<file path="config.mk">
export PLATFORM = sky130hd
export DESIGN_NAME = rxq_errtag_fifo
export DESIGN_NICKNAME = d
export VERILOG_FILES = /design/src/rtl/rxq_pkg.sv /design/src/rtl/rxq_store.sv /design/src/rtl/rxq_errcount.sv /design/src/rtl/rxq_dmaready.sv /design/src/rtl/rxq_errtag_fifo.sv
export SDC_FILE = /design/constraint.sdc
export NUM_CORES = 1
export LEC_CHECK = 0
export BUFFER_PORTS_ARGS = -buffer_cell sky130_fd_sc_hd__clkbuf_2
export CAP_MARGIN = 5
export CORE_MARGIN = 1.5
export CORE_UTILIZATION = 50
export CTS_CLUSTER_DIAMETER = 80
export DETAILED_ROUTE_END_ITERATION = 8
export PLACE_DENSITY_LB_ADDON = 0.1
export SLEW_MARGIN = 10
export SYNTH_ARGS = -nofsm -noshare
export SYNTH_HDL_FRONTEND = slang
export SYNTH_HIERARCHICAL = 1
export SYNTH_SLANG_ARGS = --single-unit
</file>
<file path="constraint.sdc">
create_clock -name clk -period 5.4 [get_ports clk]
set_input_delay 0.27 -clock clk [delete_from_list [all_inputs] [get_ports clk]]
set_output_delay 0.27 -clock clk [all_outputs]
set_load 0.02 [all_outputs]
</file>
<file path="src/rtl/rxq_pkg.sv">
// Shared types for the tagged receive queue.
// Assumes 8-bit characters unless RXQ_DW is changed for the whole chip.
package rxq_pkg;
    parameter int RXQ_DW = 8;

    // One queued character with its three error tags.
    typedef struct packed {
        logic              brk;
        logic              ferr;
        logic              perr;
        logic [RXQ_DW-1:0] data;
    } rxq_entry_t;

    // True when an entry carries any error tag.
    function automatic logic rxq_tagged(rxq_entry_t e);
        return e.brk | e.ferr | e.perr;
    endfunction

    // Threshold for a trigger select code, never below one entry.
    function automatic int rxq_threshold(int sel, int depth);
        int t;
        case (sel)
            0:       t = depth / 8;
            1:       t = depth / 4;
            2:       t = depth / 2;
            default: t = depth - depth / 8;
        endcase
        return (t < 1) ? 1 : t;
    endfunction
endpackage

</file>
<file path="src/rtl/rxq_store.sv">
// Circular storage with read/write pointers and an occupancy count.
// Assumes the caller never pushes when full nor pops when empty; flush wins.
module rxq_store
    import rxq_pkg::*;
#(
    parameter  int DEPTH = 64,
    localparam int AW    = (DEPTH > 1) ? $clog2(DEPTH) : 1,
    localparam int LW    = $clog2(DEPTH + 1)
) (
    input  logic          clk,
    input  logic          rst_n,
    input  logic          flush,
    input  logic          push,
    input  logic          pop,
    input  rxq_entry_t    wr_entry,
    output rxq_entry_t    rd_entry,
    output logic [LW-1:0] level
);
    localparam logic [AW-1:0] LAST = AW'(DEPTH - 1);

    rxq_entry_t    mem [DEPTH];
    logic [AW-1:0] wptr;
    logic [AW-1:0] rptr;

    // Write the incoming entry into the slot under the write pointer.
    always_ff @(posedge clk) begin
        if (push) begin
            mem[wptr] <= wr_entry;
        end
    end

    // Advance or clear the pointers.
    always_ff @(posedge clk) begin
        if (!rst_n || flush) begin
            wptr <= '0;
            rptr <= '0;
        end else begin
            if (push) wptr <= (wptr == LAST) ? '0 : wptr + 1'b1;
            if (pop)  rptr <= (rptr == LAST) ? '0 : rptr + 1'b1;
        end
    end

    // Track how many entries are held.
    always_ff @(posedge clk) begin
        if (!rst_n || flush) begin
            level <= '0;
        end else if (push && !pop) begin
            level <= level + 1'b1;
        end else if (pop && !push) begin
            level <= level - 1'b1;
        end
    end

    // Show-ahead read of the oldest entry.
    always_comb begin
        rd_entry = mem[rptr];
    end
endmodule

</file>
<file path="src/rtl/rxq_errcount.sv">
// Counts queued entries that carry an error tag; drives the summary bit.
// Assumes push/pop are the qualified strobes used by the storage.
module rxq_errcount #(
    parameter  int DEPTH = 64,
    localparam int LW    = $clog2(DEPTH + 1)
) (
    input  logic clk,
    input  logic rst_n,
    input  logic flush,
    input  logic push_tagged,
    input  logic pop_tagged,
    output logic any_err
);
    logic [LW-1:0] cnt;

    // Raise on a tagged push, lower on a tagged pop.
    always_ff @(posedge clk) begin
        if (!rst_n || flush) begin
            cnt <= '0;
        end else if (push_tagged && !pop_tagged) begin
            cnt <= cnt + 1'b1;
        end else if (pop_tagged && !push_tagged) begin
            cnt <= cnt - 1'b1;
        end
    end

    // Summary is high while any tagged entry remains.
    always_comb begin
        any_err = (cnt != '0);
    end
endmodule

</file>
<file path="src/rtl/rxq_dmaready.sv">
// Trigger compare and DMA receive-ready generation for both modes.
// Assumes level is the registered occupancy from the storage.
module rxq_dmaready
    import rxq_pkg::*;
#(
    parameter  int DEPTH = 64,
    localparam int LW    = $clog2(DEPTH + 1),
    localparam int NSEL  = 4
) (
    input  logic          clk,
    input  logic          rst_n,
    input  logic          flush,
    input  logic          fifo_en,
    input  logic          dma_mode,
    input  logic [1:0]    trig_sel,
    input  logic [LW-1:0] level,
    output logic          trig_hit,
    output logic          rx_ready
);
    logic [LW-1:0] thr_tab [NSEL];
    logic [LW-1:0] thr;
    logic          nonempty;
    logic          held;

    // Build the threshold table from the depth.
    for (genvar g = 0; g < NSEL; g++) begin : g_thr
        assign thr_tab[g] = LW'(rxq_threshold(g, DEPTH));
    end

    // Pick the threshold; one entry in single-slot mode.
    always_comb begin
        thr      = fifo_en ? thr_tab[trig_sel] : LW'(1);
        trig_hit = (level >= thr);
        nonempty = (level != '0);
    end

    // Remember that the threshold was reached until the queue drains.
    always_ff @(posedge clk) begin
        if (!rst_n || flush || !nonempty) begin
            held <= 1'b0;
        end else if (trig_hit) begin
            held <= 1'b1;
        end
    end

    // Select the ready behaviour.
    always_comb begin
        if (fifo_en && dma_mode) begin
            rx_ready = trig_hit || (held && nonempty);
        end else begin
            rx_ready = nonempty;
        end
    end
endmodule

</file>
<file path="src/rtl/rxq_errtag_fifo.sv">
// Receive queue for one UART channel, each entry tagged with parity,
// framing and break bits. Assumes a receiver delivers at most one entry
// per cycle and the host pops at most one per cycle.
module rxq_errtag_fifo
    import rxq_pkg::*;
#(
    parameter  int DEPTH = 64,
    localparam int LW    = $clog2(DEPTH + 1)
) (
    input  logic              clk,
    input  logic              rst_n,
    input  logic              fifo_en,
    input  logic              dma_mode,
    input  logic [1:0]        trig_sel,
    input  logic              clr_strobe,
    input  logic              wr_valid,
    input  logic [RXQ_DW-1:0] wr_data,
    input  logic              wr_perr,
    input  logic              wr_ferr,
    input  logic              wr_brk,
    input  logic              rd_pop,
    output logic              rd_avail,
    output logic [RXQ_DW-1:0] rd_data,
    output logic              rd_perr,
    output logic              rd_ferr,
    output logic              rd_brk,
    output logic [LW-1:0]     level,
    output logic              trig_hit,
    output logic              any_err,
    output logic              overrun,
    output logic              rx_ready
);
    logic          fifo_en_q;
    logic          flush;
    logic          full;
    logic          push;
    logic          pop;
    logic [LW-1:0] cap;
    rxq_entry_t    wr_entry;
    rxq_entry_t    rd_entry;

    // Remember the previous mode to spot a change.
    always_ff @(posedge clk) begin
        if (!rst_n) fifo_en_q <= 1'b0;
        else        fifo_en_q <= fifo_en;
    end

    // Qualify the strobes against capacity, emptiness and flush.
    always_comb begin
        flush    = (fifo_en != fifo_en_q) || (clr_strobe && fifo_en);
        cap      = fifo_en ? LW'(DEPTH) : LW'(1);
        full     = (level >= cap);
        push     = wr_valid && !full && !flush;
        pop      = rd_pop && (level != '0) && !flush;
        wr_entry = '{brk: wr_brk, ferr: wr_ferr, perr: wr_perr, data: wr_data};
    end

    // Sticky overrun: set by a lost write, cleared by a pop or flush.
    always_ff @(posedge clk) begin
        if (!rst_n || flush) begin
            overrun <= 1'b0;
        end else if (wr_valid && full) begin
            overrun <= 1'b1;
        end else if (pop) begin
            overrun <= 1'b0;
        end
    end

    rxq_store #(.DEPTH(DEPTH)) u_store (
        .clk      (clk),
        .rst_n    (rst_n),
        .flush    (flush),
        .push     (push),
        .pop      (pop),
        .wr_entry (wr_entry),
        .rd_entry (rd_entry),
        .level    (level)
    );

    rxq_errcount #(.DEPTH(DEPTH)) u_errcnt (
        .clk         (clk),
        .rst_n       (rst_n),
        .flush       (flush),
        .push_tagged (push && rxq_tagged(wr_entry)),
        .pop_tagged  (pop && rxq_tagged(rd_entry)),
        .any_err     (any_err)
    );

    rxq_dmaready #(.DEPTH(DEPTH)) u_ready (
        .clk      (clk),
        .rst_n    (rst_n),
        .flush    (flush),
        .fifo_en  (fifo_en),
        .dma_mode (dma_mode),
        .trig_sel (trig_sel),
        .level    (level),
        .trig_hit (trig_hit),
        .rx_ready (rx_ready)
    );

    // Present the oldest entry.
    always_comb begin
        rd_avail = (level != '0);
        rd_data  = rd_entry.data;
        rd_perr  = rd_entry.perr;
        rd_ferr  = rd_entry.ferr;
        rd_brk   = rd_entry.brk;
    end
endmodule

</file>
==> results.json, run 1 <==
{
  "final_common_cell": "edfxtp_1",
  "total_power_uw": 11800,
  "dp_hpwl_um": 43200,
  "ant_nets": 0,
  "dp_slack_ns": 0.680,
  "clockBufferDepth": 3,
  "maxSlewHeadroom_pct": 26.0,
  "reg2reg_setup_slack_ns": 0.65,
  "first_global_vias": 15100,
  "min_period_ns": 4.75,
  "crit_type": "reg -> reg",
  "critPathBufInv": 3,
  "nNetsFinal": 1670,
  "cts_inserted_buffers": 76,
  "rsz0062_at_grt": "false",
  "critical_path.top_delay_family": "compound AO/OA/AOI/OAI gates",
  "core_um2": 57900,
  "synth_mux_area_share_pct": 14.6,
  "crit_fanout": 35,
  "hold_viol_final": 0,
  "io_buffers": 42,
  "start_kind": "register",
  "place_congestion": 0.840,
  "internal_power_uw": 9500,
  "ys_seq_area_share_pct": 74.3,
  "maxCapViolations": 0,
  "clock_latency_ns": 0.61,
  "cts.sinks": 739,
  "synth_edf_count": 704,
  "fmax_mhz": 210,
  "endpoint_kind": "register",
  "synth_compound_area_share_pct": 3.38,
  "switching_share_pct": 19.8,
  "wl_per_cell_um": 28.5,
  "status": "finished, final reports clean",
  "power.leakage_uw": 0.0105,
  "worst_slack_ns": 0.647,
  "cts_root_buffer": "clkbuf_16",
  "cts_setup_buffers": 0,
  "cts.htree.levels": 3,
  "final_layout_size_suffix_gt1_share_pct": 27.1,
  "synth-xor-area-share_pct": 0.507,
  "combPwrFrac_pct": 3.1,
  "synth_flop_cell": "edfxtp_1",
  "routed_wl_um": 69800,
  "grt_pass1_wl_um": 103000,
  "p_clk_share_pct": 43.8,
  "die_w_um": 245,
  "setup_viol": 0,
  "synth.distinct_cells": 78,
  "pwr_density_cell_nw_per_um2": 355,
  "p_switching_uw": 2350,
  "post-route-util_pct": 57.7,
  "firstDrtPassIters": 7,
  "rows": 88,
  "synth_top_family_by_area": "multiplexers",
  "track_usage_pct": 24.0,
  "yosys.area_share.simple_pct": 4.35,
  "cp_common_cell": "inv_1",
  "syn2layout_area_growth_pct": 13.7,
  "synthArstFlopShare_pct": 0,
  "via_count": 14900,
  "cp_slowest_stage_delay_ns": 0.81,
  "drc": 0,
  "syn_nets": 1520,
  "path_cells": "buf_4 > mux4_2 > a22oi_1 > nand4_1 > nand2_1 > a21oi_1 > o31a_1 > inv_1 > ha_1 > inv_1 > fa_1 > a211oi_2 > nor2_1 > mux2_4 > nor3_1 > nor3b_2",
  "cts.clk_slew.worst_paths_ns": 0.07,
  "postSynthAreaPerCell_um2": 19.9,
  "peakVddDrop_uv": 263,
  "hold_class": "in -> reg",
  "required_ns": 5.87,
  "critPathArrivalTime_ns": 5.22,
  "cts_tree": "yes",
  "finalCritPeriodShare_pct": 88.0,
  "drt_iter0_markers": 1728,
  "grt_antenna_before_repair": 1,
  "slew_violations": 0,
  "viasPerCell": 6.08,
  "whs_ns": 0.0421,
  "syn_inst": 1477,
  "start_util_pct": 50.7,
  "gr-total-overflow": 0,
  "die_h_um": 245,
  "yosys_warnings": 6,
  "synth_fa_ha_area_share_pct": 1.03,
  "fin_skew_ns": 0.0190,
  "slowest_stage": "dfxtp_4",
  "worstMarginPinSlew_ns": 1.11,
  "syn-cell-area_um2": 29400,
  "fp.dieArea_um2": 60200,
  "fin_tns_setup_ns": 0,
  "final_cell_mix": "704 x edfxtp_1, 176 x mux4_2, 104 x buf_4",
  "synth_seq_cells": 739,
  "p_seq_share_pct": 53.1,
  "design.portCount": 43,
  "grt_max_degree": 65
}
## timing repair
| item | in CTS | in global routing |
|---|---|---|
| hold buffers | 4 | 0 |
| gates resized for setup | 0 | 0 |
| endpoints found under the hold margin | 2 | 0 |
## power groups by stage
stage	Clock [uW]	Combinational, uW	Sequential (uW)
final	5180	367	6300
after global placement	0	360	6420
after global routing	5490	397	6290
after CTS	5280	371	6300
after floorplan	0	191	6410
after detailed placement	0	369	6420
## layer usage
layer  global-route usage (%)  share of wire [%]  vias up
li1                         -                  -     6390
met1                     34.1                 43     7867
met2                     37.3                 48      524
met3                     5.28                6.8      109
met4                     7.52                2.5        0
met5                        0                  0        -
## sequential cells by signal (all words and copies together) (netlist names), named ones only
register	cells
u_store/level	7
fifo_en_q	1
overrun	1
u_errcnt/cnt	7
u_store/wptr	6
u_store/mem	704
u_store/rptr	6
u_ready/held	1
## layout make-up
class | count | area (um2)
Fill cell | 4409 | 24500
Sequential cell | 739 | 21900
Multi-Input combinational cell | 648 | 7030
Clock buffer | 92 | 2070
Timing Repair Buffer | 152 | 1070
Tap cell | 765 | 957
Clock inverter | 42 | 394
Inverter | 10 | 37.5
Antenna cell | 1 | 2.50
## kinds of logic (layout without fill, tap and decap cells)
group / after synthesis / in the layout
and+or+nand+nor: 262 / 262
AOI/OAI and AO/OA: 137 / 137
adders and majority gates: 23 / 23
xor gates and xnor gates: 17 / 17
other: 0 / 1
buffers and inverters: 90 / 296
DFF: 739 / 739
muxes: 209 / 209
## Yosys cell counts (10+ instances only)
master | number | area share (%)
edfxtp_1 | 704 | 72
mux4_2 | 176 | 13
nor2_1 | 103 | 1.3
nand2_1 | 41 | 0.52
dfxtp_1 | 35 | 2.4
a21oi_1 | 29 | 0.49
a22oi_1 | 29 | 0.74
clkbuf_1 | 29 | 0.37
mux2i_1 | 29 | 0.99
nand3_1 | 26 | 0.44
buf_2 | 21 | 0.36
ha_1 | 21 | 0.89
nor2b_1 | 18 | 0.38
buf_4 | 15 | 0.38
nor3_1 | 15 | 0.26
nand2b_1 | 12 | 0.26
nand4_1 | 12 | 0.26
xor2_1 | 11 | 0.33
o21ai_0 | 10 | 0.17
## per-stage QoR
step	cell area, um2	instances
after detailed placement	30900	2310
final	33400	2449
after CTS	33400	2448
after floorplan	29400	1477
after global placement	30900	2310
after global routing	33400	2448
## worst paths after layout
| path | depth (start not counted) | to | startpoint |
|---|---|---|---|
| setup / recovery | 16 | u_errcnt/cnt[6] | register |
| hold / removal | 2 | fifo_en_q | fifo_en |
| setup reg to reg | 16 | u_errcnt/cnt[6] | register |
| hold reg to reg | 2 | u_errcnt/cnt[5] | u_errcnt/cnt[5] |
(Power assumes the default switching activity.)
==> run 2: changes to the inputs <==
Settings changed: BUFFER_PORTS_ARGS -buffer_cell sky130_fd_sc_hd__clkbuf_2 to unset, DONT_BUFFER_PORTS set to 1.
Clock period 5.4 ns to 4.8 ns, I/O delays scaled along.
==> run 2 against run 1 <==
Against the previous run:
- maximum frequency up 8.0%
- critical path depth unchanged
- routed wire length up 1.9%
- setup slack worse by 0.25 ns
- clock skew down 0.0023 ns
- die area unchanged
- largest cell class unchanged
- largest power group unchanged
==> results.json, run 2 (synthesis results as in run 1) <==
{
  "wl_per_cell_um": 29.2,
  "dp_hpwl_um": 43700,
  "cp_common_cell": "inv_1",
  "n_antenna_cell": 0,
  "cp_slowest_stage_delay_ns": 0.71,
  "hold_viol_final": 0,
  "maxSlewHeadroom_pct": 20.4,
  "worstMarginPinSlew_ns": 1.19,
  "die_h_um": 245,
  "nNetsFinal": 1661,
  "placedCellCount": 2286,
  "required_ns": 5.28,
  "drt_iter0_markers": 1625,
  "cts_inserted_buffers": 75,
  "final_common_cell": "edfxtp_1",
  "power.leakage_uw": 0.0105,
  "slew_violations": 0,
  "crit_type": "reg -> reg",
  "gr-total-overflow": 0,
  "p_seq_share_pct": 53.9,
  "design.portCount": 43,
  "final_area_um2": 33600,
  "cts.clk_slew.worst_paths_ns": 0.06,
  "stdcell_count": 2437,
  "reg_top3": "u_store/mem: 704 flops, u_errcnt/cnt: 7 flops, u_store/level: 7 flops",
  "dp_slack_ns": 0.371,
  "viasPerCell": 6.14,
  "combPwrFrac_pct": 3.2,
  "cts.sinks": 739,
  "p_switching_uw": 2630,
  "routed_wl_um": 71200,
  "grtUsageMet3_pct": 5.92,
  "status": "finished, final reports clean",
  "grt_max_degree": 65,
  "final_layout_size_suffix_gt1_share_pct": 26.2,
  "grt_pass1_wl_um": 104000,
  "grt_use_met2_pct": 36.9,
  "ant_nets": 0,
  "fp.dieArea_um2": 60200,
  "syn2layout_area_growth_pct": 14.3,
  "cts_root_buffer": "clkbuf_16",
  "core_um2": 57900,
  "whs_ns": 0.0183,
  "fin_skew_ns": 0.0166,
  "setup_viol": 0,
  "cts.htree.levels": 3,
  "finalCritPeriodShare_pct": 91.7,
  "placed_cell_area_um2": 30800,
  "drc": 0,
  "critPathArrivalTime_ns": 4.88,
  "slowest_stage": "dfxtp_4",
  "firstDrtPassIters": 6,
  "io_buffers": 0,
  "top_register": "u_store/mem",
  "place_congestion": 0.845,
  "switching_share_pct": 20.1,
  "internal_power_uw": 10500,
  "fin_tns_setup_ns": 0,
  "clock_latency_ns": 0.61,
  "track_usage_pct": 24.4,
  "met1_usage_pct": 35.4,
  "crit_fanout": 25,
  "worst_slack_ns": 0.399,
  "cts_tree": "yes",
  "peakVddDrop_uv": 280,
  "via_count": 15000,
  "die_w_um": 245,
  "endpoint_kind": "register",
  "grt_busiest_layer": "met2",
  "path_cells": "buf_12 > mux4_2 > a22oi_1 > nand4_1 > nand2_1 > a21oi_1 > o31a_1 > inv_1 > ha_1 > inv_1 > fa_1 > a211oi_2 > nor2_1 > mux2_4 > nor3_1 > nor3b_2",
  "clockBufferDepth": 3,
  "largest_reg_flops": 704,
  "hold_class": "in -> reg",
  "start_util_pct": 50.7,
  "reg2reg_setup_slack_ns": 0.40,
  "rsz0062_at_grt": "false",
  "p_clk_share_pct": 42.9,
  "fmax_mhz": 227,
  "grt_antenna_before_repair": 1,
  "min_period_ns": 4.40,
  "first_global_vias": 14900,
  "maxCapViolations": 0,
  "start_kind": "register",
  "final_cell_mix": "704 x edfxtp_1, 176 x mux4_2, 122 x buf_4",
  "rows": 88,
  "pwr_density_cell_nw_per_um2": 391
}
## run 2: cell count changes in the layout (fill, tap and decap cells not counted), sizes merged, moves of 4 or more
| cell | delta |
|---|---|
| clkinv | -8 |
| bufinv | -4 |
| clkbuf | -33 |
| dlygate4sd3 | +5 |
| buf | +29 |
## run 2: path summary, 6_finish.rpt
kind / start / to / cells after the start
min reg2reg: u_errcnt/cnt[5] / u_errcnt/cnt[5] / 2
min: wr_data[3] / u_store/mem[9][3] / 1
max: register / u_errcnt/cnt[6] / 16
max reg2reg: register / u_errcnt/cnt[6] / 16
## run 2: power by group through the flow
stage,Clock [uW],Combinational (uW),Sequential (uW)
after detailed placement,0,279,7220
after global routing,5970,449,7080
after floorplan,0,215,7220
after CTS,5740,416,7080
after global placement,0,275,7220
final,5630,414,7080
## run 2: per-stage QoR
stage / power [uW] / util [%]
3_3_place_gp: 7490 / 53.2
4_1_cts: 13200 / 57.9
5_1_grt: 13500 / 58.0
3_5_place_dp: 7500 / 53.2
6_report: 13100 / 58.0
2_1_floorplan: 7430 / -
## run 2: routing by layer
metal  part of all wire (%)  wire [um]
met1                     43      30500
met5                      0          0
met4                    2.4       1730
met3                    8.0       5690
met2                     47      33200
## run 2: timing repair
item | in CTS | in global routing
hold endpoints to repair | 708 | 8
gates resized for setup | 0 | 0
hold buffers | 19 | 1
setup buffers | 0 | 0
## run 2: critical path: cells and delay by family (launching register included)
kind	cells	cell delay (ns)
and+or+nand+nor	5	0.77
muxes	2	0.83
buffers and inverters	3	0.47
adders and majority gates	2	0.63
DFF	1	0.71
AOI/OAI and AO/OA	4	0.81
## run 2: cell type report
type / count / area (um2)
clock buffer: 101 / 2110
clock inverter: 30 / 236
fill: 4337 / 24300
inverter: 10 / 37.5
multi-input combinational: 648 / 7030
sequential: 739 / 21900
tap: 765 / 957
timing repair buffer: 144 / 1350
==> run 3: changes to the inputs <==
Settings changed: RECOVER_POWER set to 100.
==> run 3 against run 2 <==
Against the previous run:
- the flow now finishes with violations (max-capacitance violations, max-slew violations)
- critical path depth shrank 5
- first-iteration DRC count grew 3.5%
- core utilization shrank 0.89 points
- sequential cell count is the same
- routed wire length grew 0.24%
- setup slack lost 0.0069 ns
- sequential power is essentially flat
- cell area shrank 1.5%
- hold slack gained 0.034 ns
- largest cell class unchanged
- highest routed layer unchanged
==> results.json, run 3 (synthesis results as in run 1) <==
{
  "maxSlewHeadroom_pct": -129,
  "placed_cell_area_um2": 30800,
  "worst_slack_ns": 0.392,
  "crit_fanout": 13,
  "whs_ns": 0.0528,
  "grt_max_degree": 65,
  "rsz0062_at_grt": "false",
  "place_congestion": 0.845,
  "fp.dieArea_um2": 60200,
  "placedCellCount": 2286,
  "cts-resized-gates": 0,
  "cts_hold_buffers": 19,
  "slew_violations": 715,
  "peakVddDrop_uv": 278,
  "cts_root_buffer": "clkbuf_16",
  "rows": 88,
  "final_common_cell": "edfxtp_1",
  "fillers": 4434,
  "min_period_ns": 4.41,
  "final_area_um2": 33100,
  "reg_top3": "u_store/mem: 704 flops, u_errcnt/cnt: 7 flops, u_store/level: 7 flops",
  "setup_viol": 0,
  "grt_antenna_before_repair": 2,
  "start_util_pct": 50.7,
  "dp_slack_ns": 0.371,
  "routed_wl_um": 71300,
  "critPathArrivalTime_ns": 4.66,
  "fin_skew_ns": 0.0171,
  "dp_hpwl_um": 43700,
  "hold_class": "in -> reg",
  "die_h_um": 245,
  "finalCritPeriodShare_pct": 91.8,
  "gr-total-overflow": 0,
  "core_um2": 57900,
  "first_global_vias": 14900,
  "cts.sinks": 739,
  "power.leakage_uw": 0.0102,
  "cts_tree": "yes",
  "endpoint_kind": "register",
  "clock_latency_ns": 0.61,
  "via_count": 14900,
  "wl_per_cell_um": 29.2,
  "cts_inserted_buffers": 75,
  "final_cell_mix": "704 x edfxtp_1, 176 x mux4_2, 103 x nor2_1",
  "required_ns": 5.05,
  "final-seq-area_um2": 21900,
  "grt_pass1_wl_um": 104000,
  "syn2layout_area_growth_pct": 12.5,
  "nNetsFinal": 1661,
  "pwr_density_cell_nw_per_um2": 397,
  "design.portCount": 43,
  "cts.htree.levels": 3,
  "multiInputGateArea_um2": 7020,
  "die_w_um": 245,
  "ant_nets": 0,
  "io_buffers": 0,
  "drt_iter0_markers": 1682,
  "cts.clk_slew.worst_paths_ns": 0.06,
  "maxCapViolations": 11,
  "viasPerCell": 6.12,
  "fin_tns_setup_ns": 0,
  "top_register": "u_store/mem",
  "worstMarginPinSlew_ns": 3.43,
  "fmax_mhz": 227,
  "track_usage_pct": 24.4,
  "largest_reg_flops": 704,
  "final_layout_size_suffix_gt1_share_pct": 22.7,
  "clockBufferDepth": 3,
  "cts_setup_buffers": 0,
  "crit_type": "reg -> reg",
  "stdcell_count": 2440,
  "status": "finished, violations left",
  "drc": 0,
  "start_kind": "register",
  "firstDrtPassIters": 7,
  "violations": "max-capacitance violations, max-slew violations",
  "hold_viol_final": 0
}
run 3: cell count changes in the layout (fill, tap and decap cells not counted), sizes merged:
cell    change
diode       +3
buf        -90
clkbuf     +90
run 3: layout make-up:
class / instances / area share (%)
well taps: 765 / 2.90
flip-flops and latches: 739 / 66.1
diodes: 3 / 0.0227
inverters: 10 / 0.114
clock buffers: 101 / 6.38
multi-input cells: 648 / 21.2
clock inverters: 30 / 0.715
repair buffers: 144 / 2.52
run 3: worst max-delay path, cell delays in order, from the launching register on:
cell and delay [ns]:
dfxtp_1 0.30, clkbuf_1 0.49, inv_1 0.10, ha_1 0.29
nor4b_1 0.26, a21oi_1 0.18, nor3b_2 0.19, clkbuf_1 0.48
nand3_1 0.15, clkbuf_1 0.44, nor2_1 0.73, clkbuf_1 0.44
run 3: metal layers:
layer,vias to the layer above,global-route usage (%),share of wire (%)
met5,-,0,0
met4,0,7.25,2.7
met3,119,5.92,8.8
met2,588,36.9,47
met1,7850,35.4,42
li1,6379,-,-
run 3: where the power goes:
group / internal (uW) / leakage [uW] / switching, uW
sequential: 7080 / 0.00661 / 19.0
clock: 3280 / 0.00115 / 2350
combinational: 121 / 0.00244 / 263
total: 10500 / 0.0102 / 2640
run 3: path summary, 6_finish.rpt:
check                           cells after the start        startpoint  slack, ns            endpoint
worst max-delay path                               11  u_store/level[0]       0.39  u_store/mem[25][1]
worst max register to register                     11  u_store/level[0]       0.39  u_store/mem[25][1]
worst min-delay path                                2             rst_n       0.05     u_errcnt/cnt[1]
worst min register to register                      2   u_errcnt/cnt[5]       0.51     u_errcnt/cnt[5]
run 3: per-stage QoR:
stage               utilization, %  power (uW)
floorplan                        -        7430
global placement              53.2        7490
detailed placement            53.2        7500
CTS                           57.9       13200
global route                  57.1       13500
finish                        57.1       13100
